<file path="src/rtl/dfg_pkg.sv">
package dfg_pkg;
  localparam int unsigned DATA_W  = 32;
  localparam int unsigned NUM_OUT = 2;

  typedef struct packed {
    logic sub;
    logic imm;
  } op_cfg_t;
endpackage

</file>
<file path="src/rtl/dfg_join.sv">
module dfg_join (
  input  logic clk_i,
  input  logic rst_ni,
  input  logic imm_i,
  input  logic lft_req_i,
  input  logic rgt_req_i,
  input  logic slot_free_i,
  output logic fire_o,
  output logic lft_ack_o,
  output logic rgt_ack_o
);
  logic operands_ok;

  assign operands_ok = lft_req_i & (imm_i | rgt_req_i);
  // gating with reset keeps acks low while in reset
  assign fire_o      = rst_ni & operands_ok & slot_free_i;
  assign lft_ack_o   = fire_o;
  assign rgt_ack_o   = fire_o & ~imm_i;

  AST_ACK_NEEDS_REQ: assert property (@(posedge clk_i) disable iff (!rst_ni)
    lft_ack_o |-> lft_req_i);
  AST_ACK_PAIRED: assert property (@(posedge clk_i) disable iff (!rst_ni)
    (!imm_i && lft_ack_o) |-> (rgt_ack_o && rgt_req_i));
  AST_IMM_NO_RGT: assert property (@(posedge clk_i) disable iff (!rst_ni)
    imm_i |-> !rgt_ack_o);
endmodule

</file>
<file path="src/rtl/dfg_addsub_alu.sv">
module dfg_addsub_alu #(
  parameter int unsigned W = 32
) (
  input  dfg_pkg::op_cfg_t cfg_i,
  input  logic [W-1:0]     lft_i,
  input  logic [W-1:0]     rgt_i,
  input  logic [W-1:0]     const_i,
  output logic [W-1:0]     res_o
);
  logic [W-1:0] opb;

  assign opb   = cfg_i.imm ? const_i : rgt_i;
  assign res_o = cfg_i.sub ? (lft_i - opb) : (lft_i + opb);
endmodule

</file>
<file path="src/rtl/dfg_fork.sv">
module dfg_fork #(
  parameter int unsigned N = 2
) (
  input  logic         clk_i,
  input  logic         rst_ni,
  input  logic         load_i,
  input  logic [N-1:0] ack_i,
  output logic [N-1:0] req_o,
  output logic         free_o
);
  logic         valid_q;
  logic [N-1:0] sent_q;
  logic [N-1:0] done;
  logic         drain;

  for (genvar k = 0; k < N; k++) begin : g_lane
    assign req_o[k] = valid_q & ~sent_q[k];
    assign done[k]  = sent_q[k] | ack_i[k];

    always_ff @(posedge clk_i or negedge rst_ni) begin
      if (!rst_ni)                 sent_q[k] <= 1'b0;
      else if (load_i || drain)    sent_q[k] <= 1'b0;
      else if (req_o[k] && ack_i[k]) sent_q[k] <= 1'b1;
    end

    AST_REQ_HOLD: assert property (@(posedge clk_i) disable iff (!rst_ni)
      (req_o[k] && !ack_i[k]) |=> req_o[k]);
    AST_NO_REPEAT: assert property (@(posedge clk_i) disable iff (!rst_ni)
      (req_o[k] && ack_i[k] && !load_i) |=> !req_o[k]);
  end

  assign drain  = valid_q & (&done);
  assign free_o = ~valid_q | drain;

  always_ff @(posedge clk_i or negedge rst_ni) begin
    if (!rst_ni)     valid_q <= 1'b0;
    else if (load_i) valid_q <= 1'b1;
    else if (drain)  valid_q <= 1'b0;
  end

  AST_LOAD_ALL_REQ: assert property (@(posedge clk_i) disable iff (!rst_ni)
    load_i |=> (&req_o));
endmodule

</file>
<file path="src/rtl/dfg_addsub_node.sv">
module dfg_addsub_node #(
  parameter int unsigned W = dfg_pkg::DATA_W,
  parameter int unsigned N = dfg_pkg::NUM_OUT
) (
  input  logic                clk_i,
  input  logic                rst_ni,
  input  logic                cfg_sub_i,
  input  logic                cfg_imm_i,
  input  logic [W-1:0]        cfg_const_i,
  input  logic [W-1:0]        lft_data_i,
  input  logic                lft_req_i,
  output logic                lft_ack_o,
  input  logic [W-1:0]        rgt_data_i,
  input  logic                rgt_req_i,
  output logic                rgt_ack_o,
  output logic [N-1:0][W-1:0] out_data_o,
  output logic [N-1:0]        out_req_o,
  input  logic [N-1:0]        out_ack_i
);
  dfg_pkg::op_cfg_t cfg;
  logic             fire;
  logic             slot_free;
  logic [W-1:0]     alu_res;
  logic [W-1:0]     data_q;

  assign cfg.sub = cfg_sub_i;
  assign cfg.imm = cfg_imm_i;

  dfg_join u_join (
    .clk_i      (clk_i),
    .rst_ni     (rst_ni),
    .imm_i      (cfg_imm_i),
    .lft_req_i  (lft_req_i),
    .rgt_req_i  (rgt_req_i),
    .slot_free_i(slot_free),
    .fire_o     (fire),
    .lft_ack_o  (lft_ack_o),
    .rgt_ack_o  (rgt_ack_o)
  );

  dfg_addsub_alu #(.W(W)) u_alu (
    .cfg_i  (cfg),
    .lft_i  (lft_data_i),
    .rgt_i  (rgt_data_i),
    .const_i(cfg_const_i),
    .res_o  (alu_res)
  );

  dfg_fork #(.N(N)) u_fork (
    .clk_i (clk_i),
    .rst_ni(rst_ni),
    .load_i(fire),
    .ack_i (out_ack_i),
    .req_o (out_req_o),
    .free_o(slot_free)
  );

  always_ff @(posedge clk_i or negedge rst_ni) begin
    if (!rst_ni)   data_q <= '0;
    else if (fire) data_q <= alu_res;
  end

  for (genvar k = 0; k < N; k++) begin : g_out
    assign out_data_o[k] = data_q;

    AST_DATA_STABLE: assert property (@(posedge clk_i) disable iff (!rst_ni)
      (out_req_o[k] && !out_ack_i[k]) |=> $stable(out_data_o[k]));
  end

  AST_LATENCY: assert property (@(posedge clk_i) disable iff (!rst_ni)
    fire |=> (out_data_o[0] == $past(alu_res)));
  AST_NO_OVERWRITE: assert property (@(posedge clk_i) disable iff (!rst_ni)
    (fire && (|out_req_o)) |-> ((out_req_o & ~out_ack_i) == '0));
endmodule

</file>
<file path="config.mk">
export PLATFORM = sky130hd
export DESIGN_NAME = dfg_addsub_node
export DESIGN_NICKNAME = d
export VERILOG_FILES = /design/src/rtl/dfg_pkg.sv /design/src/rtl/dfg_join.sv /design/src/rtl/dfg_addsub_alu.sv /design/src/rtl/dfg_fork.sv /design/src/rtl/dfg_addsub_node.sv
export SDC_FILE = /design/constraint.sdc
export NUM_CORES = 1
export LEC_CHECK = 0
export CAP_MARGIN = 40
export CORE_UTILIZATION = 44
export CTS_CLUSTER_DIAMETER = 150
export DETAILED_ROUTE_END_ITERATION = 12
export MAX_ROUTING_LAYER = met4
export PLACE_DENSITY = 0.76
export SETUP_SLACK_MARGIN = 0.05
export SYNTH_ARGS = -nofsm -noshare
export SYNTH_HDL_FRONTEND = slang
export SYNTH_HIERARCHICAL = 1
export SYNTH_SLANG_ARGS = --single-unit
export TNS_END_PERCENT = 5
</file>
<file path="constraint.sdc">
create_clock -name clk_i -period 2.3 [get_ports clk_i]
set_clock_uncertainty 0.05 [all_clocks]
set_input_delay 0.23 -clock clk_i [delete_from_list [all_inputs] [get_ports clk_i]]
set_output_delay 0.23 -clock clk_i [all_outputs]
set_load 0.03 [all_outputs]
</file>
==> metrics.md <==
| Metric | Value |
|---|---|
| Outcome | finished, violations left |
| Failing checks | setup timing |
| Core Region | 10400 µm² |
| Global placer's final weighted congestion | 0.855 |
| Clock H-tree levels | 2 |
| Required time of the critical path | 2.44 ns |
| I/O Buffers | 171 |
| Worst setup EP type | register |
| Fin. max-slew vios | 0 |
| Post-Syn Nets | 678 |
| Total Wirelength | 16700 µm |
| Clk sinks | 35 |
| Post-synth EDFFs | 0 |
| CTS Root Cell | clkbuf_8 |
| Layout area overhead | 69.5% |
| Most common cell after layout, fill and taps aside | buf_4 |
| Drt via density | 5.38 |
| Vias | 5253 |
| Commonest cells after routing, fill and taps aside | buf_4 (163), clkdlybuf4s50_1 (138), a21oi_1 (40) |
| Setup CP Type | primary input to register |
| Cells after Synth | 541 |
| Power Density | 836 nW/µm² |
| Initial antenna violation count | 0 |
| Syn Std Cell Area | 4750 µm² |
| Post-synthesis simple-gate area fraction | 15.6% |
| Relative slew slack | 68.5% |
| Count of final setup violators | 27 |
| Worst hold path type | register to register |
| Die Y | 106 µm |
| Async S/R FF share, synth | 100% |
| Primary FF master, synth | dfrtp_1 |
| First-pass iteration count of the detailed router | 5 |
| Row cnt | 37 |
| Iteration-0 DRC Markers | 256 |
| Static leakage | 3.67 nW |
| MaxCap Viol Count | 0 |
| Max IR drop VDD | 0.711 mV |
| DRC Markers | 0 |
| Vias in the first global route | 5325 |
| Xor and xnor area share after synthesis | 10.3% |
| Final Hold Fails | 0 |
| Fin nets | 976 |
| Yosys reg bits | 35 |
| First-pass GRT wire length | 26500 µm |
| Clk buf depth | 2 |
| Largest net degree at the start of global routing | 37 |
| Crit path from | cfg_imm_i |
| Worst setup margin | -1.16 ns |
| Tightest Pin Transition | 0.473 ns |
| Post-synthesis compound-gate area fraction | 20.3% |
| Share of cells above drive strength 1 | 37.3% |
| Drt wl/cell | 17.1 µm |
| CP arrival | 3.60 ns |
| Syn Area/Cell | 8.78 µm² |
| Hold path startpoint | data_q[31] |
| Filler cells | 748 |
| Mux cell area share after synthesis | 16.3% |
| Finished Layout Cells | 976 |
| Final ANT Viol Nets | 0 |
| Post-Place Cells | 949 |
| Clk_lat worst skew | 0.30 ns |
| Critical Path Fanout Max | 6 |
| Storage element area | 876 µm² |
| RSZ-0062 raised after global routing | true |
| Total congestion overflow | 0 |
| Largest family of logic cells by synthesized area | compound AO/OA/AOI/OAI gates |
| Unique masters post-synth | 71 |
| Kind of start point of the critical path | primary input |
| GRT Resource Usage Total | 30.6% |
| Die Span X | 106 µm |
| Final hold slack | 0.498 ns |
| Die footprint | 11200 µm² |
| Ports | 172 |
| Final Cycle Share | 150% |
| Ys Warns | 6 |
| N_diodes | 0 |
| Max Clk Rate | 289 MHz |
| Sequential-to-total area share from yosys stat | 18.4% |
| HPWL Detailed | 12900 µm |
| Adder-Cell Fraction of Synth Area | 8.85% |
| CTS tree | done |
| TritonCTS Buffers | 5 |
| Clock transition at path regs | 0.08 ns |
| Starting density of the core | 45.6% |
| Worst reg2reg path startpoint | u_fork/sent_q[0] |
| Period minus WS final | 3.46 ns |
| Multi-input logic area | 3820 µm² |
==> layer usage <==
metal	routed length [µm]	share of wire, %	global-route usage (%)
met2	8100	49	50.1
met1	7540	45	39.5
met4	396	2.4	10.0
met5	0	0	-
met3	661	4.0	3.19
==> worst paths after layout <==
kind                       cells after the start          endpoint  slack, ns
max in group asynchronous                      3        data_q[15]       1.35
min in group asynchronous                      3  u_fork/sent_q[0]       0.51
setup reg to reg                               6        data_q[29]       0.54
hold reg to reg                                1        data_q[31]       0.50
setup / recovery                              19        data_q[30]      -1.16
hold / removal                                 1        data_q[31]       0.50
==> critical path: stages <==
cell	delay, ns
buf_12	0.12
buf_6	0.12
nor3b_4	0.15
buf_4	0.14
o21ai_4	0.24
buf_4	0.17
nor4_4	0.04
buf_4	0.17
a21oi_1	0.16
xor2_1	0.29
ha_1	0.32
a21o_1	0.19
a21o_1	0.17
a21oi_1	0.21
o31a_2	0.16
o41a_1	0.21
o41ai_2	0.08
xor2_1	0.15
mux2_4	0.27
==> power by group <==
| group | leakage (nW) | internal [mW] | total, mW | switching, mW |
|---|---|---|---|---|
| logic | 3.19 | 2.43 | 4.93 | 2.50 |
| clock network | 0.0581 | 0.323 | 0.586 | 0.263 |
| registers | 0.415 | 0.927 | 1.22 | 0.291 |
| total | 3.67 | 3.68 | 6.73 | 3.05 |
==> kinds of logic (layout without fill, tap and decap cells) <==
family / after synthesis / count (layout)
simple gates: 140 / 140
mux: 62 / 62
flops: 35 / 35
buf+inv: 71 / 370
xor+xnor: 55 / 55
compound gates: 145 / 145
fa+ha+maj: 33 / 33
==> Yosys cell counts, types with 3 or more instances <==
library cell	count	share of area, %
clkbuf_1	4	0.32
nand3_1	6	0.63
a31oi_1	10	1.3
nand2_1	29	2.3
nand4_1	3	0.40
o2111ai_1	3	0.55
nor2_1	40	3.2
buf_4	36	5.7
o21a_1	7	1.1
o31ai_1	5	0.79
mux2_2	4	0.95
dfrtp_1	35	18
inv_1	18	1.4
a21o_1	14	2.2
o21bai_1	4	0.63
o32ai_1	5	0.92
nor3_1	23	2.4
nand2b_1	8	1.1
o21ai_0	20	2.1
ha_1	32	8.4
xnor2_1	22	4.1
mux2_4	30	9.5
buf_2	5	0.53
nor3b_2	3	0.79
mux2i_1	28	5.9
o211ai_1	3	0.47
nor2b_1	6	0.79
buf_12	3	1.3
a21oi_1	50	5.3
nor3b_1	4	0.63
xor2_1	32	5.9
==> metrics by stage <==
| step | utilization (%) | setup slack [ns] | instance area [µm²] | power (mW) | setup TNS (ns) |
|---|---|---|---|---|---|
| floorplan | - | -1.88 | 4830 | 4.24 | -38.11 |
| global placement | 71.3 | -1.78 | 7430 | 5.85 | -37.18 |
| detailed placement | 71.3 | -1.87 | 7430 | 5.95 | -39.97 |
| CTS | 76.2 | -1.07 | 7940 | 6.68 | -19.76 |
| global route | 77.3 | -1.32 | 8050 | 7.07 | -25.35 |
| finish | 77.3 | -1.16 | 8050 | 6.73 | -22.21 |
==> timing repair <==
action / in CTS / in global routing
endpoints found under the hold margin: 35 / 0
cloned: 0 / 0
buffers inserted: 15 / 3
pin swaps: 61 / 21
resized for setup: 138 / 24
setup endpoints to repair: 29 / 29
hold buffers: 1 / 0
==> registers in the layout, summed over array words and instances (netlist names) <==
| register | count |
|---|---|
| data_q | 32 |
| u_fork/sent_q | 2 |
| u_fork/valid_q | 1 |
==> final cells by class <==
type / instances / share of cell area, %
inverters: 18 / 0.839
well taps: 136 / 2.11
clock buffers: 5 / 0.855
clock inverters: 3 / 0.544
multi-input cells: 435 / 47.5
flip-flops and latches: 35 / 10.9
repair buffers: 344 / 37.3
Note: power is estimated with default switching activity, not from simulation.
